[src/rtl/i2c_disp_cmd_slave.sv]
module i2c_disp_cmd_slave #(
  parameter int          FILT_LEN = 16,
  parameter logic [5:0]  ADDR_HI  = 6'b011110
) (
  input  logic       clk,
  input  logic       rst_n,
  input  logic       scl_i,
  input  logic       sda_i,
  input  logic       addr_sel,
  output logic       sda_pull,
  output logic       ctrl_we,
  output logic       ctrl_e,
  output logic       ctrl_d,
  output logic       ctrl_pd,
  output logic       ctrl_v,
  output logic [2:0] ctrl_y,
  output logic       xaddr_we,
  output logic [6:0] xaddr,
  output logic       wr_stb,
  output logic [7:0] wr_byte
);

  typedef enum logic [1:0] {P_IDLE, P_ADDR, P_CMD, P_XA} phase_t;

  logic [1:0]          scl_s, sda_s;
  logic [FILT_LEN-1:0] scl_h, sda_h;
  logic                scl_f, sda_f, scl_q, sda_q;
  logic                in_data;

  always_ff @(posedge clk) begin
    if (!rst_n) begin
      scl_s <= 2'b11;
      sda_s <= 2'b11;
      scl_h <= '1;
      sda_h <= '1;
      scl_f <= 1'b1;
      sda_f <= 1'b1;
      scl_q <= 1'b1;
      sda_q <= 1'b1;
    end else begin
      scl_s <= {scl_s[0], scl_i};
      sda_s <= {sda_s[0], sda_i};
      scl_h <= {scl_h[FILT_LEN-2:0], scl_s[1]};
      sda_h <= {sda_h[FILT_LEN-2:0], sda_s[1]};
      if (&scl_h) scl_f <= 1'b1;
      else if (~|scl_h) scl_f <= 1'b0;
      if (&sda_h) sda_f <= 1'b1;
      else if (~|sda_h) sda_f <= 1'b0;
      scl_q <= scl_f;
      sda_q <= sda_f;
    end
  end

  wire scl_rise = scl_f & ~scl_q;
  wire scl_fall = ~scl_f & scl_q;
  wire start_c  = scl_f & scl_q & sda_q & ~sda_f;
  wire stop_c   = scl_f & scl_q & ~sda_q & sda_f;

  phase_t     ph;
  logic [7:0] sh;
  logic [3:0] cnt;
  logic       in_ack;

  always_ff @(posedge clk) begin
    if (!rst_n) begin
      ph       <= P_IDLE;
      in_data  <= 1'b0;
      sh       <= '0;
      cnt      <= '0;
      in_ack   <= 1'b0;
      sda_pull <= 1'b0;
      ctrl_we  <= 1'b0;
      xaddr_we <= 1'b0;
      wr_stb   <= 1'b0;
      ctrl_e   <= 1'b0;
      ctrl_d   <= 1'b0;
      ctrl_pd  <= 1'b1;
      ctrl_v   <= 1'b0;
      ctrl_y   <= '0;
      xaddr    <= '0;
      wr_byte  <= '0;
    end else begin
      ctrl_we  <= 1'b0;
      xaddr_we <= 1'b0;
      wr_stb   <= 1'b0;
      if (start_c || stop_c) begin
        ph       <= start_c ? P_ADDR : P_IDLE;
        in_data  <= 1'b0;
        cnt      <= '0;
        in_ack   <= 1'b0;
        sda_pull <= 1'b0;
      end else if (ph != P_IDLE || in_data) begin
        if (scl_rise && !in_ack && cnt < 4'd8) begin
          sh  <= {sh[6:0], sda_f};
          cnt <= cnt + 4'd1;
        end else if (scl_fall && in_ack) begin
          in_ack   <= 1'b0;
          sda_pull <= 1'b0;
          cnt      <= '0;
        end else if (scl_fall && cnt == 4'd8) begin
          if (in_data) begin
            in_ack   <= 1'b1;
            sda_pull <= 1'b1;
            wr_stb   <= 1'b1;
            wr_byte  <= sh;
          end else begin
            case (ph)
              P_ADDR: begin
                if (sh == {ADDR_HI, addr_sel, 1'b0}) begin
                  in_ack   <= 1'b1;
                  sda_pull <= 1'b1;
                  ph       <= P_CMD;
                end else begin
                  ph  <= P_IDLE;
                  cnt <= '0;
                end
              end
              P_CMD: begin
                in_ack   <= 1'b1;
                sda_pull <= 1'b1;
                ctrl_we  <= 1'b1;
                {ctrl_e, ctrl_d, ctrl_pd, ctrl_v, ctrl_y} <= sh[6:0];
                ph       <= P_XA;
              end
              P_XA: begin
                in_ack   <= 1'b1;
                sda_pull <= 1'b1;
                xaddr_we <= 1'b1;
                xaddr    <= sh[6:0];
                ph       <= P_IDLE;
                in_data  <= 1'b1;
              end
              default: ;
            endcase
          end
        end
      end
    end
  end

  assert_single_strobe_R7: assert property (@(posedge clk) disable iff (!rst_n)
    $onehot0({ctrl_we, xaddr_we, wr_stb}));

  assert_strobe_with_ack_R7: assert property (@(posedge clk) disable iff (!rst_n)
    (ctrl_we || xaddr_we || wr_stb) |-> sda_pull);

  assert_ack_held_high_R8: assert property (@(posedge clk) disable iff (!rst_n)
    (sda_pull && scl_f) |=> (sda_pull || !scl_f));

  assert_stop_releases_R11: assert property (@(posedge clk) disable iff (!rst_n)
    stop_c |=> (!sda_pull && !ctrl_we && !xaddr_we && !wr_stb));

  assert_start_releases_R3: assert property (@(posedge clk) disable iff (!rst_n)
    start_c |=> !sda_pull);

  assert_ctrl_only_on_strobe_R4: assert property (@(posedge clk) disable iff (!rst_n)
    !$stable({ctrl_e, ctrl_d, ctrl_pd, ctrl_v, ctrl_y}) |-> ctrl_we);

  assert_xaddr_only_on_strobe_R5: assert property (@(posedge clk) disable iff (!rst_n)
    !$stable(xaddr) |-> xaddr_we);

endmodule

[config.mk]
export PLATFORM = sky130hd
export DESIGN_NAME = i2c_disp_cmd_slave
export DESIGN_NICKNAME = d
export VERILOG_FILES = /design/src/rtl/i2c_disp_cmd_slave.sv
export SDC_FILE = /design/constraint.sdc
export NUM_CORES = 1
export LEC_CHECK = 0
export ABC_AREA = 1
export BUFFER_PORTS_ARGS = -buffer_cell sky130_fd_sc_hd__buf_2
export CAP_MARGIN = 0
export CELL_PAD_IN_SITES_DETAIL_PLACEMENT = 1
export CELL_PAD_IN_SITES_GLOBAL_PLACEMENT = 2
export CORE_UTILIZATION = 30
export CTS_BUF_LIST = sky130_fd_sc_hd__clkbuf_8
export DETAILED_ROUTE_END_ITERATION = 7
export PLACE_DENSITY = 0.74
export REMOVE_ABC_BUFFERS = 1
export SYNTH_ARGS = -nofsm -noshare
export SYNTH_HDL_FRONTEND = slang
export SYNTH_SLANG_ARGS = --single-unit
[constraint.sdc]
create_clock -name clk -period 1.8 [get_ports clk]
set_input_delay 0.18 -clock clk [delete_from_list [all_inputs] [get_ports clk]]
set_output_delay 0.18 -clock clk [all_outputs]
set_load 0.02 [all_outputs]
# Word level (Yosys, flattened, before mapping)
# Cells that the tools add are included.
[word_totals]
reg_bits = 81
out_inout_bits = 26
word_cells = 111
[classes]
addsub = 1
n_lt_le_gt_ge = 1
eq_ne = 11
muxes = 24
bitwise_logic = 18
n_reduce_logical = 33
[ops]
columns = ["op", "n"]
rows = [
  ["$reduce_and A16 Y1", 2],
  ["$reduce_or A16 Y1", 2],
  ["$mux W4", 6],
  ["$mux W2", 7],
  ["$reduce_and A7 Y1", 2],
  ["$reduce_and A6 Y1", 2],
  ["$not A1 Y1", 11],
  ["$reduce_and A5 Y1", 2],
  ["$mux W1", 9],
  ["$eq A8 B7 Y1", 1],
  ["$reduce_bool A2 Y1", 4],
  ["$reduce_bool A4 Y1", 2],
  ["$reduce_or A2 Y1", 4],
  ["$and A1 B1 Y1", 7],
  ["$reduce_or A7 Y1", 1],
  ["$pmux W2 S3", 1],
  ["$reduce_bool A3 Y1", 2],
  ["$reduce_or A6 Y1", 1],
  ["$add A4 B1 Y4 const B", 1],
  ["$eq A2 B2 Y1 const B", 2],
  ["$eq A4 B4 Y1 const B", 1],
  ["$logic_and A1 B1 Y1", 4],
  ["$lt A4 B4 Y1 const B", 1],
  ["$ne A2 B2 Y1 const B", 2],
  ["other kinds (10)", 11],
]

# Longest topological paths before layout
[depth]
word_depth = 9
mapped_depth = 11

# Worst setup path after synthesis
# Ideal clock, no wire load.
[synth_timing]
path_type = "register to register"
start = "register cnt[0]"
end = "register wr_byte[0]"
setup_time_ns = 0.131
arrival_time_ns = 1.332
slack_ns = 0.337
path_stages_with_launch = 11
n_path_buf = 1
synth_period_minus_slack_ns = 1.463
path_cell_list = "dfxtp_1 -> inv_1 -> ha_1 -> nand3_2 -> nor2_4 -> nand2_1 -> nor2_1 -> buf_2 -> nand2_2 -> nand2_1 -> a21oi_1"
[synth_between]
elab_chain_len = 4
word_cells_on_any_way = 6
[synth_rtl]
columns = ["element", "line_no", "source"]
rows = [
  ["from (decl)", "61", "logic [3:0] cnt;"],
  ["from (signal assigned)", "95", "cnt <= cnt + 4'd1;"],
  ["$lt A4 B4 Y1", "93", "if (scl_rise && !in_ack && cnt < 4'd8) begin"],
  ["$logic_and A1 B1 Y1", "93", ""],
  ["$not A1 Y1 (no source line)", "-", ""],
  ["$reduce_and A6 Y1 (no source line) (*)", "-", ""],
  ["to (signal assigned)", "105", "wr_byte <= sh;"],
  ["to (decl)", "20", "output logic [7:0] wr_byte"],
]
# Mark *: on every way between the ends. The rest lies on a longest branch, timed or not.
# A chain may end at the register's enable or synchronous reset.

# Worst setup path after layout
[layout_timing]
start = "register cnt[0]"
end = "register ph[0]"
[layout_between]
elab_chain_len = 4
word_cells_on_any_way = 7
[layout_rtl]
columns = ["element", "line_no", "source"]
rows = [
  ["$lt A4 B4 Y1 or $eq A4 B4 Y1 (tied branches)", "93, 100", ""],
  ["$logic_and A1 B1 Y1 (on tied branches)", "93, 100", ""],
  ["$ne A2 B2 Y1 (no source line) or $reduce_bool A2 Y1 (tied branches)", "-", ""],
  ["$reduce_and A6 Y1 (no source line) (*)", "-", ""],
  ["to (signal assigned)", "87", "ph <= start_c ? P_ADDR : P_IDLE;"],
  ["to (decl)", "59", "phase_t ph;"],
]
# Marked as above.

==> impl_metrics.py <==
metrics = {
    "yosys": {
        "syn_avg_cell_area_um2": 8.52,
        "yosys.area.top_type": "dfxtp_1",
        "synth_mux_area_share_pct": 0,
        "synth_top_area_share_pct": 53.0,
        "synthTopCellsByArea": "dfxtp_1 (53%), nand2_1 (6.4%), inv_1 (5.3%)",
        "synth_compound_area_share_pct": 11.4,
        "ys_ff_latch": 81,
        "synth_seq_area_share_pct": 53.0,
        "yosys_warnings": 0,
        "synth_top_family_by_area": "simple AND/OR/NAND/NOR gates",
        "synthCells": 359,
        "netlist_area_um2": 3060,
        "synth.distinct_cells": 29,
        "synthSimpleGateAreaFrac_pct": 26.4,
        "synthAdderAreaFrac_pct": 0.818,
        "yosys.area_share.xor_xnor_pct": 0.286,
    },
    "hold_path": {
        "hp-class": "in2reg",
    },
    "setup_path": {
        "cp_slowest_cell": "dfxtp_1",
        "cp.arrival_ns": 1.87,
        "cp-start-kind": "flop",
        "cp_common_cell": "nand2_1",
        "cp_top_family": "simple AND/OR/NAND/NOR gates",
        "crit_fanout": 11,
        "worstPathRequired_ns": 2.09,
        "slowest_delay_ns": 0.32,
        "crit_type": "reg2reg",
        "cp_num_buf_inv": 2,
        "critPathCaptureType": "flop",
        "crit_chain": "inv_1 > ha_1 > nand3_2 > nor2_4 > nand2_1 > nor2_1 > buf_4 > nand2_2 > nand3_1 > nand2_1 > a21oi_1",
    },
    "routing": {
        "vias_per_cell": 4.53,
        "wl_per_cell_um": 12.5,
        "highest_layer": "met4",
        "wl_met1_um": 3270,
        "drcViolationCount": 0,
        "met2WireLength_um": 3130,
        "wl_um": 6700,
        "drtIter0Drc": 35,
        "vias": 2432,
        "first_pass_iters": 4,
        "wl_met3_um": 184,
        "antenna_left": 0,
    },
    "clock_tree": {
        "clk_pin_slew_ns": 0.08,
        "clk_path_buf_depth": 2,
        "post_cts_buffers": 0,
        "clk_latency_ns": 0.36,
        "cts_root_buffer": "clkbuf_8",
        "cts_tree": "yes",
        "cts_buffers": 9,
        "cts_max_level": 3,
        "clkSinkCount": 81,
    },
    "layout": {
        "layout-drive-gt1-share_pct": 26.2,
        "area_growth_pct": 17.3,
        "final_common_cell": "dfxtp_1",
        "final_nets": 406,
        "n_antenna_cell": 0,
        "final_cell_mix": "dfxtp_1 (81), nand2_1 (51), inv_1 (43)",
    },
    "die": {
        "fp.dieW_um": 103,
        "ios": 31,
        "initial_core_util_pct": 31.2,
        "die-height_um": 103,
        "rows": 36,
        "core_area_um2": 9820,
        "die-area_um2": 10600,
    },
    "global_routing": {
        "grt_overflow": 0,
        "grt_use_total_pct": 13.9,
        "grt_start_max_net_pins": 24,
        "antenna_found_initial": 0,
        "grt_pass1_vias": 2385,
        "grt_pass1_wl_um": 11100,
    },
    "placement": {
        "place_congestion": 0.775,
        "dp_hpwl_um": 4800,
        "dp_worst_setup_slack_ns": 0.112,
        "io_buffers": 30,
    },
    "sta": {
        "slew_viol_final": 0,
        "setup_tns_ns": 0,
        "setup_viol": 0,
        "skew_ns": 0.0121,
        "layout_setup_ws_ns": 0.220,
        "timing.final.crit_share_pct": 87.8,
        "fin_crit_ns": 1.58,
        "fmax_mhz": 633,
        "finalHoldViolations": 0,
        "rsz0062_at_grt": "false",
        "slew_headroom_pct": 73.6,
        "tightest_slew_ns": 0.394,
    },
    "status": {
        "status": "completed",
    },
    "power": {
        "p_leak_nw": 1.60,
        "ir_worst_vdd_mv": 0.410,
        "powerDensity_nw_per_um2": 858,
    },
    "flow_run": {
        "cap_violations": 0,
    },
}
==> cell usage after synthesis, drive strengths merged <==
library cell,n
nand4,7
clkbuf,6
a21oi,32
ha,2
nand2,58
or2,24
xor2,1
a31o,1
dfxtp,81
nor4,10
o21ai,12
nand3,25
o21a,13
nor3,6
clkinv,1
inv,48
buf,6
nor2,26
==> sequential cells by signal (all words and copies together) (netlist names), 2 cells and up <==
register	count
sda_h	16
ctrl_y	3
wr_byte	8
ph	2
sda_s	2
xaddr	7
scl_s	2
scl_h	16
sh	8
cnt	4
==> timing repair <==
item,CTS,global route
endpoints found under the hold margin,2,0
endpoints found under the setup margin,0,1
resized for setup,0,2
hold buffers,2,0
==> where the power goes <==
part	internal, mW	total [mW]	switching [mW]	leakage (nW)
clock network	0.540	1.22	0.680	0.0887
logic	0.0202	0.0582	0.0380	0.853
registers	1.80	1.80	0.00278	0.655
==> layer usage <==
metal	track usage, %	vias to the layer above
met4	7.48	0
li1	-	1238
met1	16.7	1150
met2	23.1	35
met3	3.05	9
met5	0	-
==> logic make-up (layout without fill, tap and decap cells) <==
kind of cell             Yosys count  after routing
XOR/XNOR                           1              1
flip-flops                        81             81
buffers and inverters             61            106
AO/OA/AOI/OAI                     58             58
adder cells (fa/ha/maj)            2              2
AND/OR/NAND/NOR                  156            156
==> worst reg2reg max path, delay by kind of cell, from the launching register on <==
kind	cells	cell delay (ns)
flip-flops	1	0.32
AND/OR/NAND/NOR	7	0.63
buffers and inverters	2	0.28
adder cells (fa/ha/maj)	1	0.17
AO/OA/AOI/OAI	1	0.10
==> layout make-up <==
type / instances / area [um^2]
clock buffers: 10 / 138
flip-flops and latches: 81 / 1620
fillers: 1208 / 6230
clock inverters: 6 / 42.5
repair buffers: 41 / 238
well taps: 133 / 166
inverters: 49 / 184
multi-input cells: 217 / 1200
==> stage by stage <==
step	area (um^2)	std cells	hold WS (ns)	util, %	power (mW)
5_1_grt	3590	537	0.0804	36.5	3.22
4_1_cts	3580	537	0.0771	36.5	3.14
6_report	3590	537	0.0968	36.5	3.08
3_5_place_dp	3380	519	0.374	34.4	1.90
3_3_place_gp	3380	519	0.368	34.4	1.90
2_1_floorplan	3000	347	0.249	-	1.87
==> path summary, 6_finish.rpt <==
kind	from	endpoint	slack [ns]	cells after the start
setup reg to reg	cnt[0]	ph[0]	0.22	11
setup / recovery	cnt[0]	ph[0]	0.22	11
hold reg to reg	sda_s[1]	sda_h[0]	0.42	1
hold / removal	rst_n	scl_q	0.1	2
(Power assumes the default switching activity.)
